[src/rtl/endian_bridge_pkg.sv]
`timescale 1ns/1ps
package endian_bridge_pkg;
  localparam int MODE_W = 2;

  typedef enum logic [MODE_W-1:0] {
    MODE_BYTE_BOUND = 2'b00,
    MODE_BYTE_UNITS = 2'b01,
    MODE_HALF_UNITS = 2'b10,
    MODE_WORD_UNIT  = 2'b11
  } align_mode_e;

  // Strobes from control to the datapath lanes
  typedef struct packed {
    logic bigEnd;
    logic swapBytes;
    logic swapHalves;
  } conv_strobe_t;
endpackage

[src/rtl/endian_ctrl.sv]
`timescale 1ns/1ps
module endian_ctrl
  import endian_bridge_pkg::*;
#(
  parameter int CHANS  = 4,
  localparam int CHAN_W = (CHANS > 1) ? $clog2(CHANS) : 1
) (
  input  logic              clk,
  input  logic              rstN,
  input  logic              strapBigEnd,
  input  logic              cfgWrEn,
  input  logic [CHAN_W-1:0] cfgChan,
  input  logic [MODE_W-1:0] cfgMode,
  input  logic [CHAN_W-1:0] chanSel,
  input  logic              xferStart,
  output conv_strobe_t      strobes
);
  logic        bigEnd;
  align_mode_e activeMode;
  logic [MODE_W-1:0] chanMode [CHANS];

  // Strap is captured on every edge that sees reset asserted, then frozen
  always_ff @(posedge clk) begin
    if (!rstN) bigEnd <= strapBigEnd;
  end

  for (genvar g = 0; g < CHANS; g++) begin : g_chan
    always_ff @(posedge clk or negedge rstN) begin
      if (!rstN)                                     chanMode[g] <= '0;
      else if (cfgWrEn && (cfgChan == CHAN_W'(g)))   chanMode[g] <= cfgMode;
    end
  end

  always_ff @(posedge clk or negedge rstN) begin
    if (!rstN)          activeMode <= MODE_BYTE_BOUND;
    else if (xferStart) activeMode <= align_mode_e'(chanMode[chanSel]);
  end

  always_comb begin
    strobes.bigEnd     = bigEnd;
    strobes.swapBytes  = bigEnd && ((activeMode == MODE_BYTE_BOUND) ||
                                    (activeMode == MODE_BYTE_UNITS));
    strobes.swapHalves = bigEnd && (activeMode == MODE_HALF_UNITS);
  end
endmodule

[src/rtl/endian_lane_path.sv]
`timescale 1ns/1ps
module endian_lane_path #(
  parameter int DATA_W = 32,
  localparam int NB   = DATA_W / 8,
  localparam int HALF = NB / 2
) (
  input  logic              clk,
  input  logic              rstN,
  input  logic              swapBytes,
  input  logic              swapHalves,
  input  logic              inValid,
  output logic              inReady,
  input  logic [DATA_W-1:0] inData,
  output logic              outValid,
  input  logic              outReady,
  output logic [DATA_W-1:0] outData
);
  logic [DATA_W-1:0] swapped;

  for (genvar i = 0; i < NB; i++) begin : g_lane
    localparam int REV = NB - 1 - i;
    localparam int HSW = (i + HALF) % NB;
    assign swapped[i*8 +: 8] = swapBytes  ? inData[REV*8 +: 8] :
                               swapHalves ? inData[HSW*8 +: 8] :
                                            inData[i*8 +: 8];
  end

  assign inReady = !outValid || outReady;

  always_ff @(posedge clk or negedge rstN) begin
    if (!rstN) begin
      outValid <= 1'b0;
      outData  <= '0;
    end else if (inReady) begin
      outValid <= inValid;
      if (inValid) outData <= swapped;
    end
  end
endmodule

[src/rtl/lbus_endian_bridge.sv]
`timescale 1ns/1ps
module lbus_endian_bridge
  import endian_bridge_pkg::*;
#(
  parameter int DATA_W = 32,
  parameter int CHANS  = 4,
  localparam int CHAN_W = (CHANS > 1) ? $clog2(CHANS) : 1
) (
  input  logic              clk,
  input  logic              rstN,
  input  logic              strapBigEnd,
  input  logic              cfgWrEn,
  input  logic [CHAN_W-1:0] cfgChan,
  input  logic [MODE_W-1:0] cfgMode,
  input  logic [CHAN_W-1:0] chanSel,
  input  logic              xferStart,
  input  logic              lbRdValid,
  output logic              lbRdReady,
  input  logic [DATA_W-1:0] lbRdData,
  output logic              fifoPushValid,
  input  logic              fifoPushReady,
  output logic [DATA_W-1:0] fifoPushData,
  input  logic              fifoPopValid,
  output logic              fifoPopReady,
  input  logic [DATA_W-1:0] fifoPopData,
  output logic              lbWrValid,
  input  logic              lbWrReady,
  output logic [DATA_W-1:0] lbWrData
);
  conv_strobe_t strobes;

  endian_ctrl #(.CHANS(CHANS)) u_ctrl (
    .clk, .rstN, .strapBigEnd, .cfgWrEn, .cfgChan, .cfgMode,
    .chanSel, .xferStart, .strobes
  );

  endian_lane_path #(.DATA_W(DATA_W)) u_toFifo (
    .clk, .rstN,
    .swapBytes(strobes.swapBytes), .swapHalves(strobes.swapHalves),
    .inValid(lbRdValid), .inReady(lbRdReady), .inData(lbRdData),
    .outValid(fifoPushValid), .outReady(fifoPushReady), .outData(fifoPushData)
  );

  endian_lane_path #(.DATA_W(DATA_W)) u_toLbus (
    .clk, .rstN,
    .swapBytes(strobes.swapBytes), .swapHalves(strobes.swapHalves),
    .inValid(fifoPopValid), .inReady(fifoPopReady), .inData(fifoPopData),
    .outValid(lbWrValid), .outReady(lbWrReady), .outData(lbWrData)
  );
endmodule

[config.mk]
export PLATFORM = sky130hd
export DESIGN_NAME = lbus_endian_bridge
export DESIGN_NICKNAME = d
export VERILOG_FILES = /design/src/rtl/endian_bridge_pkg.sv /design/src/rtl/endian_ctrl.sv /design/src/rtl/endian_lane_path.sv /design/src/rtl/lbus_endian_bridge.sv
export SDC_FILE = /design/constraint.sdc
export NUM_CORES = 1
export LEC_CHECK = 0
export ABC_AREA = 1
export BUFFER_PORTS_ARGS = -buffer_cell sky130_fd_sc_hd__buf_2
export CORE_UTILIZATION = 29
export DETAILED_ROUTE_END_ITERATION = 8
export PLACE_DENSITY = 0.49
export SYNTH_ARGS = -nofsm -noshare
export SYNTH_HDL_FRONTEND = slang
export SYNTH_HIERARCHICAL = 1
export SYNTH_SLANG_ARGS = --single-unit
[constraint.sdc]
create_clock -name clk -period 1.2 [get_ports clk]
set_input_delay 0 -clock clk [delete_from_list [all_inputs] [get_ports clk]]
set_output_delay 0 -clock clk [all_outputs]
set_load 0.02 [all_outputs]
==> results of run 1 <==
-- metal layers --
layer  share of wire [%]  vias to the layer above  wire length (um)  global-route usage (%)
li1                    -                     2525                 -                       -
met1                  50                     2111              7120                    25.4
met2                  44                       98              6270                    26.4
met3                 4.3                       13               606                    3.43
met4                 1.5                        0               208                    6.78
met5                   0                        -                 0                       0
-- registers in the layout, indices dropped and copies added (netlist names) --
signal and cells:
u_ctrl/activeMode 2, u_toFifo/outData 32, u_ctrl/chanMode 8, u_toFifo/outValid 1
u_ctrl/bigEnd 1, u_toLbus/outValid 1, u_toLbus/outData 32
-- worst min path at each step --
stage / start / end / slack [ps]
5_1_grt: lbRdData[4] / u_toFifo/outData[4] / 10
3_5_place_dp: rstN / u_toFifo/outData[19] / -120
4_1_cts: lbRdData[0] / u_toFifo/outData[0] / 0.6
6_report: lbRdData[2] / u_toFifo/outData[2] / 9
2_1_floorplan: rstN / u_ctrl/activeMode[0] / -300
3_3_place_gp: rstN / u_toFifo/outData[12] / -120
-- worst register-to-register path, delay by kind of cell, from the launching register on --
family                 cells  cell delay (ps)
AND/OR/NAND/NOR            5              410
flip-flops                 1              400
buffers and inverters      3              370
-- timing repair --
action                                  4_1_cts  5_1_grt
pin swaps                                     8       10
endpoints found under the setup margin       64       64
gates resized for setup                      56       10
gates cloned                                  3        1
endpoints found under the hold margin       112        0
hold buffers                                 31        0
setup buffers                                 5        0
-- placed cells by master (no fill, tap or decap), types with 2 or more instances in the layout --
master and count:
clkinvlp_4 3, nand2_2 12, nand3_2 2, nor2_4 3, dfrtp_2 2, dlygate4sd3_1 31, buf_16 3, o21ai_0 8
buf_6 9, buf_4 13, clkbuf_16 10, inv_2 2, buf_12 12, nand3_1 70, nor2_1 61, inv_1 18
nor2_2 66, buf_2 145, inv_4 2, nand2_1 339, dfrtp_1 74
-- stage by stage --
| stage | utilization (%) | setup WS (ps) | setup TNS [ps] |
|---|---|---|---|
| after detailed placement | 37.1 | -120 | -5330 |
| after floorplan | - | 26.3 | 0 |
| final | 43.2 | -99.9 | -3760 |
| after CTS | 42.9 | -98.3 | -3580 |
| after global routing | 43.2 | -182 | -9670 |
| after global placement | 37.1 | -111 | -4650 |
-- layout make-up --
| cell class | instances | area (um^2) |
|---|---|---|
| fillers | 1627 | 8690 |
| multi-input cells | 561 | 2430 |
| flip-flops and latches | 77 | 1930 |
| repair buffers | 214 | 1580 |
| well taps | 211 | 264 |
| clock buffers | 11 | 243 |
| inverters | 23 | 98.8 |
| clock inverters | 5 | 61.3 |
| diodes | 1 | 2.50 |
-- power groups by stage --
stage	logic (uW)	registers (uW)	clock network, uW
4_1_cts	3320	3390	2940
3_5_place_dp	3010	3420	0
3_3_place_gp	3010	3430	0
6_report	3330	3380	2820
5_1_grt	3680	3450	3050
2_1_floorplan	1330	3930	0
==> results.ini, run 1 <==
[cts]
clkLatencyLatePin_ps=340
cts_tree=done
clock-sinks=77
cts_buffer_count=9
cts-root-to-sink-buffers=2
cts_clk_pin_slew_worst_paths_ps=70
cts_htree_levels=3
clock_tree.root_cell=clkbuf_16

[critical_path]
crit_chain=buf_6 > nor2_4 > inv_2 > buf_12 > nor2_2 > nor2_2 > nand2_1 > nand2_1
crit_family=simple AND/OR/NAND/NOR gates
reg2reg_slack_ps=-100
critical_path_arrival_ps=1520
timing.rr.start=u_ctrl/activeMode[1]
critical-path-max-stage-delay_ps=400
startpoint_type=flip-flop
ff2ff_path_depth=8
worst-path-stages=8
critPathRequiredTime_ps=1420
timing.critical_path.fanout_max=39
timing.critical_path.buf_inv=3
timing.critical_path.to_type=flip-flop
critPathLaunch=u_ctrl/activeMode[1]
critical-path-slowest-cell=dfrtp_1
endpoint=u_toFifo/outData[13]
r2r_end=u_toFifo/outData[13]
criticalPathCategory=reg2reg

[placement]
io_buffer_count=146
routabilityCongestion=0.774
place_inst=1046
placedInstanceArea_mm2=0.00567
post-dp-hpwl_um=9770

[floorplanning]
initial_util_pct=29.9
std_cell_rows=45
fp.dieArea_mm2=0.0163
chipHeight_um=128
die_x_um=128
design.core.area_mm2=0.0153
io_pins=147

[pwr]
total_switching_power_uw=3470
finalPower_uw=9530
power_frac_comb_pct=34.9
vdd_drop_max_mv=0.604
clock_network_fraction_of_design_power_pct=29.6
pwr-share-seq_pct=35.5
internal-power_uw=6060
p_per_area_mw_per_mm2=1440
sw_frac_of_total_pct=36.4
leakage_power_of_the_design_uw=0.00358

[synthesis]
syn-instance-count=701
ys_warn_count=6
synthesized_area_divided_by_synthesized_cell_count_um2=6.53
synth.cell_area_mm2=0.00458
synth_fp_nets=780

[route]
remaining_drc_errors=0
detailedRoute.firstIterationViolations=394
routed_vias_inst=4.30
detail_route.first_pass.iterations=5
wire_per_inst_um=12.9
antenna_violating_nets_post_route=0
drt_wl_total_um=14200
vias=4747

[status]
violations=setup timing
outcome=finished, violations left

[sta]
final.setup.worst_slack_ps=-99.9
grt_setup_unrepaired=yes
final_period_minus_worst_setup_slack_ps=1300
worst_pin_slew_ps=246
period_share_pct=108
setup_viol=64
drv_slew=0
relSlewSlack_pct=83.6
hold_viol_final=0
clock_skew_ps=10.4
timing.hold.ws_ps=9.28
max_clock_freq_ghz=0.769

[flow_run]
max_cap_violations=0

[min_path]
whs_path_depth=5
hold_class=in2reg

[grt]
grt_max_degree=40
grt_remaining_overflow=0
grtUsageTotal_pct=17.8
via_count_of_the_first_global_routing_pass=4300
grt_antenna_before_repair=1
global_route_wire_length_before_repair_um=22500

[cells_and_area]
num-nets-final=965
drive_gt1_share_pct=32.3
final_cells=1103
areaGrowthSynthToFinish_pct=44.6
stdcell_area_mm2=0.00662

Power figures use the tool's default switching activity.
==> run 2, diff against run 1 <==
- CORE_MARGIN: default -> 10
- PLACE_DENSITY: 0.49 -> default
- PLACE_DENSITY_LB_ADDON: default -> 0.08
==> run 2 against run 1 <==
- largest cell class unchanged
- critical endpoint is now u_toLbus/outData[1]
- the run still ends with setup timing left
- register-to-register slack got worse by 20 ps
- critical path type unchanged
- final area increased by 1.2%
- sequential share of layout area decreased by 0.33 points
==> results.ini, run 2 (same netlist as run 1, synthesis figures left out) <==
[sta]
drv_slew=0  ; unchanged
max_clock_freq_ghz=0.756  ; -1.7%
relSlewSlack_pct=75.9  ; -7.7 points
final.setup.worst_slack_ps=-123  ; -23.0 ps
final.setup.tns_ps=-5000  ; -1240 ps
setup_viol=64  ; unchanged
grt_setup_unrepaired=yes
hold_viol_final=0  ; unchanged
clock_skew_ps=6.52  ; -3.92 ps
final_period_minus_worst_setup_slack_ps=1320  ; +23.0 ps
period_share_pct=110  ; +1.9 points
worst_pin_slew_ps=361  ; +115 ps

[critical_path]
timing.critical_path.buf_inv=3  ; unchanged
critPathRequiredTime_ps=1430  ; about the same
critical_path_arrival_ps=1560  ; +40 ps
startpoint_type=flip-flop
timing.critical_path.fanout_max=13  ; -67%
crit_family=simple AND/OR/NAND/NOR gates
timing.rr.start=u_ctrl/activeMode[1]
criticalPathCategory=reg2reg
crit_chain=nand2_2 > nor2_4 > buf_6 > inv_8 > buf_12 > nand2_1 > nand3_1 > nand2_1 > nand2_1
reg2reg_slack_ps=-120  ; -20 ps
critical-path-max-stage-delay_ps=400  ; about the same
critPathLaunch=u_ctrl/activeMode[1]
timing.critical_path.to_type=flip-flop
r2r_end=u_toLbus/outData[1]
crit_top_cell=nand2_1
ff2ff_path_depth=9  ; +1
critical-path-slowest-cell=dfrtp_1

[cells_and_area]
areaGrowthSynthToFinish_pct=46.3
filler_instances=1604  ; -1.4%
num-nets-final=960  ; -0.52%
drive_gt1_share_pct=30.5  ; -1.8 points
most_used_cells_in_the_layout_excluding_fill_and_tap_cells=330 x nand2_1, 145 x buf_2, 92 x nor2_1
stdcell_area_mm2=0.00670  ; +1.2%
most_common_cell_after_layout_fill_and_taps_aside=nand2_1
registers_with_the_highest_flip_flop_counts=u_toFifo/outData x32, u_toLbus/outData x32, u_ctrl/chanMode x8

[route]
remaining_drc_errors=0  ; unchanged
vias=4942  ; +4.1%
detailedRoute.firstIterationViolations=337  ; -14%
detail_route.first_pass.iterations=5  ; unchanged
drt_wl_total_um=16900  ; +19%
wire_per_inst_um=15.4  ; +19%
antenna_violating_nets_post_route=0  ; unchanged
routed_vias_inst=4.50  ; +4.6%

[placement]
io_buffer_count=146  ; unchanged
pre_cts_slack_ps=-148  ; -27.8 ps
placedInstanceArea_mm2=0.00557  ; -1.8%
post-dp-hpwl_um=11400  ; +17%
routabilityCongestion=0.842  ; +8.8%

[floorplanning]
std_cell_rows=45  ; unchanged
initial_util_pct=29.9  ; unchanged
design.core.area_mm2=0.0153  ; unchanged
die_x_um=146  ; +14%
io_pins=147  ; unchanged
fp.dieArea_mm2=0.0212  ; +30%
chipHeight_um=146  ; +14%

[status]
outcome=finished, violations left
violations=setup timing

[min_path]
hold_start=lbRdData[12]
whs_path_depth=5  ; unchanged
hold_path_end=u_toFifo/outData[28]
hold_class=in2reg

[grt]
grt_max_degree=65  ; +63%
grtUsageTotal_pct=14.8  ; -3.0 points
grt_antenna_before_repair=1  ; unchanged
grt_remaining_overflow=0  ; unchanged
grt_most_used_layer=met2
met2_routing_resource_usage_after_global_routing_pct=22.7  ; -3.7 points
groute.layer.met1.usage_pct=19.5  ; -5.9 points
global_route_wire_length_before_repair_um=25400  ; +13%
met3_usage_pct=3.66  ; +0.23 points
via_count_of_the_first_global_routing_pass=4707  ; +9.5%

[cts]
cts_buffer_count=9  ; unchanged
cts-root-to-sink-buffers=2  ; unchanged
cts_clk_pin_slew_worst_paths_ps=60  ; about the same
cts_tree=done
cts_htree_levels=3  ; unchanged
clock-sinks=77  ; unchanged
clock_tree.root_cell=clkbuf_16
clkLatencyLatePin_ps=350  ; about the same

[pwr]
p_per_area_mw_per_mm2=1500  ; +4.4%
leakage_power_of_the_design_uw=0.00367  ; +2.4%
vdd_drop_max_mv=0.726  ; +20%

[flow_run]
max_cap_violations=0  ; unchanged

[run 2: cell count changes in the layout (fill, tap and decap cells not counted), sizes merged]
cell         delta
buf             -9
bufinv          +2
clkbuf          +7
clkinvlp        -3
dlygate4sd3     -2
[run 2: worst register-to-register path: cells and delay by family (launching register included)]
| kind | cells | cell delay [ps] |
|---|---|---|
| simple gates | 6 | 490 |
| buf+inv | 3 | 330 |
| flops | 1 | 400 |
[run 2: how the worst max path moves through the flow]
stage	endpoint	slack (ps)	cells after the start
after floorplan	u_toFifo/outData[11]	30	6
after global placement	u_toFifo/outData[22]	-120	7
after detailed placement	u_toFifo/outData[22]	-150	7
after CTS	u_toLbus/outData[29]	-90	8
after global routing	u_toLbus/outData[7]	-220	8
final	u_toLbus/outData[1]	-120	9
[run 2: per-layer routing]
layer / vias up / share of wire, %
met2: 153 / 45
met1: 2266 / 48
met3: 15 / 6.0
li1: 2508 / -
met5: - / 0
met4: 0 / 1.4
[run 2: cell type report]
class	count	area, um^2	share of cell area, %
clock buffer	12	256	3.83
tap	211	264	3.94
clock inverter	4	95.1	1.42
timing repair buffer	209	1630	24.3
sequential	77	1930	28.9
multi-input combinational	561	2410	36.0
antenna	1	2.50	0.0374
inverter	23	106	1.59
[run 2: per-stage QoR]
stage / instances / util [%] / power (uW) / hold slack, ps
finish: 1098 / 43.7 / 10100 / 5.94
global route: 1098 / 43.7 / 10700 / 28.0
CTS: 1087 / 41.5 / 9930 / 0.299
detailed placement: 1036 / 36.4 / 6440 / 78.9
global placement: 1036 / 36.4 / 6410 / 86.0
floorplan: 701 / - / 5250 / -296
[run 2: power by group]
group	leakage, uW	total, uW	internal (uW)	switching, uW
Combinational	0.00256	3420	1310	2110
Sequential	0.000933	3400	3090	305
Clock	0.000173	3240	2140	1100
Total	0.00367	10100	6550	3510
[run 2: what timing repair did]
action                                  4_1_cts  5_1_grt
gates cloned                                  2        9
pin swaps                                    14       35
buffers inserted                              4        1
hold buffers                                 29        0
resized for setup                            20       33
endpoints found under the hold margin       110        0
endpoints found under the setup margin       64       64
==> run 3, diff against run 2 <==
- clock period: 1.2 -> 1.4 ns (I/O delays scaled with it)
==> run 3 against run 2 <==
- the flow now finishes without violations
- sequential share of layout area increased by 1.6 points
- clock-buffer cell count increased by 3
- final area decreased by 5.4%
- clock skew about the same
- critical path depth unchanged
- cell count decreased by 0.82%
- hold slack improved by 8.3 ps
- combinational power decreased by 21%
- global-route usage decreased by 0.25 points
- maximum frequency decreased by 0.78%
==> results.ini, run 3 (same netlist as run 1, synthesis figures left out) <==
[status]
outcome=complete, no violations

[cells_and_area]
final_util_pct=41.4  ; -2.4 points
stdcell_area_mm2=0.00633  ; -5.4%
filler_instances=1674  ; +4.4%
reg_area_mm2=0.00193  ; -0.13%
most_used_cells_in_the_layout_excluding_fill_and_tap_cells=344 x nand2_1, 145 x buf_2, 94 x nor2_1
most_common_cell_after_layout_fill_and_taps_aside=nand2_1
drive_gt1_share_pct=26.0  ; -4.5 points
area_taken_by_multi_input_logic_gates_mm2=0.00232  ; -3.5%
registers_with_the_highest_flip_flop_counts=u_toFifo/outData x32, u_toLbus/outData x32, u_ctrl/chanMode x8
antenna_cells=0  ; -1
num-nets-final=952  ; -0.83%
areaGrowthSynthToFinish_pct=38.4
final_cells=1089  ; -0.82%

[critical_path]
critical-path-max-stage-delay_ps=410  ; about the same
timing.critical_path.to_type=flip-flop
timing.critical_path.fanout_max=6  ; -7
crit_chain=nand2_2 > nor2_4 > buf_12 > buf_4 > buf_4 > nand2_1 > nand3_1 > nand2_1 > nand2_1
crit_family=simple AND/OR/NAND/NOR gates
startpoint_type=flip-flop
timing.rr.start=u_ctrl/activeMode[1]
critPathRequiredTime_ps=1620  ; +190 ps
critical_path_arrival_ps=1560  ; about the same
critPathLaunch=u_ctrl/activeMode[1]
criticalPathCategory=reg2reg
crit_top_cell=nand2_1
critical-path-slowest-cell=dfrtp_1
reg2reg_slack_ps=70  ; +190 ps
timing.critical_path.buf_inv=3  ; unchanged

[floorplanning]
initial_util_pct=29.9  ; unchanged
io_pins=147  ; unchanged
chipHeight_um=146  ; unchanged
design.core.area_mm2=0.0153  ; unchanged
std_cell_rows=45  ; unchanged
fp.dieArea_mm2=0.0212  ; unchanged
die_x_um=146  ; unchanged

[route]
vias=4821  ; -2.4%
detailedRoute.firstIterationViolations=313  ; -7.1%
detail_route.first_pass.iterations=7  ; +2
wire_per_inst_um=14.3  ; -6.7%
routed_vias_inst=4.43  ; -1.6%
antenna_violating_nets_post_route=0  ; unchanged
remaining_drc_errors=0  ; unchanged
drt_wl_total_um=15600  ; -7.5%

[pwr]
pwr-share-seq_pct=36.6  ; +2.8 points
internal-power_uw=5130  ; -22%
vdd_drop_max_mv=0.615  ; -15%
leakage_power_of_the_design_uw=0.00351  ; -4.4%
p_per_area_mw_per_mm2=1260  ; -16%
total_switching_power_uw=2860  ; -18%
clock_network_fraction_of_design_power_pct=29.7  ; -2.5 points
power_frac_comb_pct=33.7  ; -0.3 points
sw_frac_of_total_pct=35.9  ; +0.96 points

[grt]
grt_antenna_before_repair=0  ; -1
grt_max_degree=44  ; -32%
global_route_wire_length_before_repair_um=25200  ; -1.0%
grtUsageTotal_pct=14.5  ; -0.25 points
grt_remaining_overflow=0  ; unchanged
via_count_of_the_first_global_routing_pass=4764  ; +1.2%

[cts]
cts_htree_levels=3  ; unchanged
cts_tree=done
cts_buffer_count=9  ; unchanged
clock_tree.root_cell=clkbuf_16
clkLatencyLatePin_ps=340  ; about the same
cts_clk_pin_slew_worst_paths_ps=60  ; about the same
clock-sinks=77  ; unchanged
cts-root-to-sink-buffers=2  ; unchanged

[sta]
period_share_pct=95.2  ; -15 points
hold_viol_final=0  ; unchanged
setup_viol=0  ; -100%
max_clock_freq_ghz=0.750  ; -0.78%
grt_setup_unrepaired=yes
final_period_minus_worst_setup_slack_ps=1330  ; +10.4 ps
clock_skew_ps=6.96  ; +0.437 ps
worst_pin_slew_ps=610  ; +249 ps
relSlewSlack_pct=59.3  ; -17 points
drv_slew=0  ; unchanged

[placement]
io_buffer_count=146  ; unchanged
placedInstanceArea_mm2=0.00556  ; -0.22%
routabilityCongestion=0.843  ; about the same
place_inst=1033  ; -0.29%
post-dp-hpwl_um=11500  ; +0.46%

[min_path]
hold_start=lbRdData[25]
hold_class=in2reg

[flow_run]
max_cap_violations=0  ; unchanged

[run 3: cell types whose count changed in the layout (fill, tap and decap cells not counted), moves of 3 or more]
| cell | delta |
|---|---|
| nand2_1 | +14 |
| nand2_2 | -13 |
| nand3_1 | +8 |
| nand3_2 | -8 |
| clkbuf_16 | -5 |
| dlygate4sd3_1 | +5 |
| buf_6 | -3 |
| buf_8 | -3 |
| clkbuf_1 | +3 |
[run 3: timing repair]
item / 4_1_cts / 5_1_grt
gates resized for setup: 0 / 14
setup endpoints to repair: 39 / 64
pin swaps: 0 / 9
buffers inserted: 0 / 4
hold buffers: 34 / 0
endpoints found under the hold margin: 115 / 0
gates cloned: 0 / 2
[run 3: cell type report]
cell class	instances	area share, %
multi-input combinational	561	36.7
sequential	77	30.5
timing repair buffer	201	22.4
clock buffer	15	4.23
tap	211	4.17
inverter	23	1.52
clock inverter	1	0.474
[run 3: worst register-to-register path, cell delays in order, from the launching register on]
cell     delay, ps
dfrtp_1        410
nand2_2        100
nor2_4          50
buf_12         140
buf_4          140
buf_4          130
nand2_1         50
nand3_1         80
nand2_1         80
nand2_1         50
[run 3: final timing paths]
kind	to	cells after the start
setup / recovery	u_toLbus/outData[30]	9
hold / removal	u_toFifo/outData[25]	5
setup reg to reg	u_toLbus/outData[30]	9
hold reg to reg	u_toFifo/outData[10]	2
max in group asynchronous	u_toLbus/outData[30]	3
min in group asynchronous	u_toFifo/outData[28]	3
[run 3: power groups by stage]
stage | clock network, uW | logic [uW] | registers, uW
2_1_floorplan | 0 | 1140 | 3370
3_3_place_gp | 0 | 2560 | 2970
3_5_place_dp | 0 | 2580 | 2970
4_1_cts | 2480 | 2660 | 2940
5_1_grt | 2560 | 3010 | 3000
6_report | 2370 | 2690 | 2930
[run 3: through the flow]
stage | hold slack, ps | worst slack [ps] | setup TNS (ps) | power, uW
after floorplan | -296 | 199 | 0 | 4500
after global placement | 108 | 1.77 | 0 | 5530
after detailed placement | 110 | -21.6 | -234 | 5550
after CTS | 0.233 | -41.8 | -662 | 8080
after global routing | 30.5 | -12.1 | -57.4 | 8570
final | 14.2 | 66.7 | 0 | 7990
[run 3: metal layers]
| layer | share of wire, % | routed length [um] | track usage, % | vias to the layer above |
|---|---|---|---|---|
| met2 | 46 | 7210 | 23.2 | 131 |
| met1 | 45 | 7020 | 18.0 | 2195 |
| met4 | 1.4 | 224 | 5.16 | 0 |
| li1 | - | - | - | 2483 |
| met5 | 0 | 0 | 0 | - |
| met3 | 7.3 | 1140 | 4.56 | 12 |
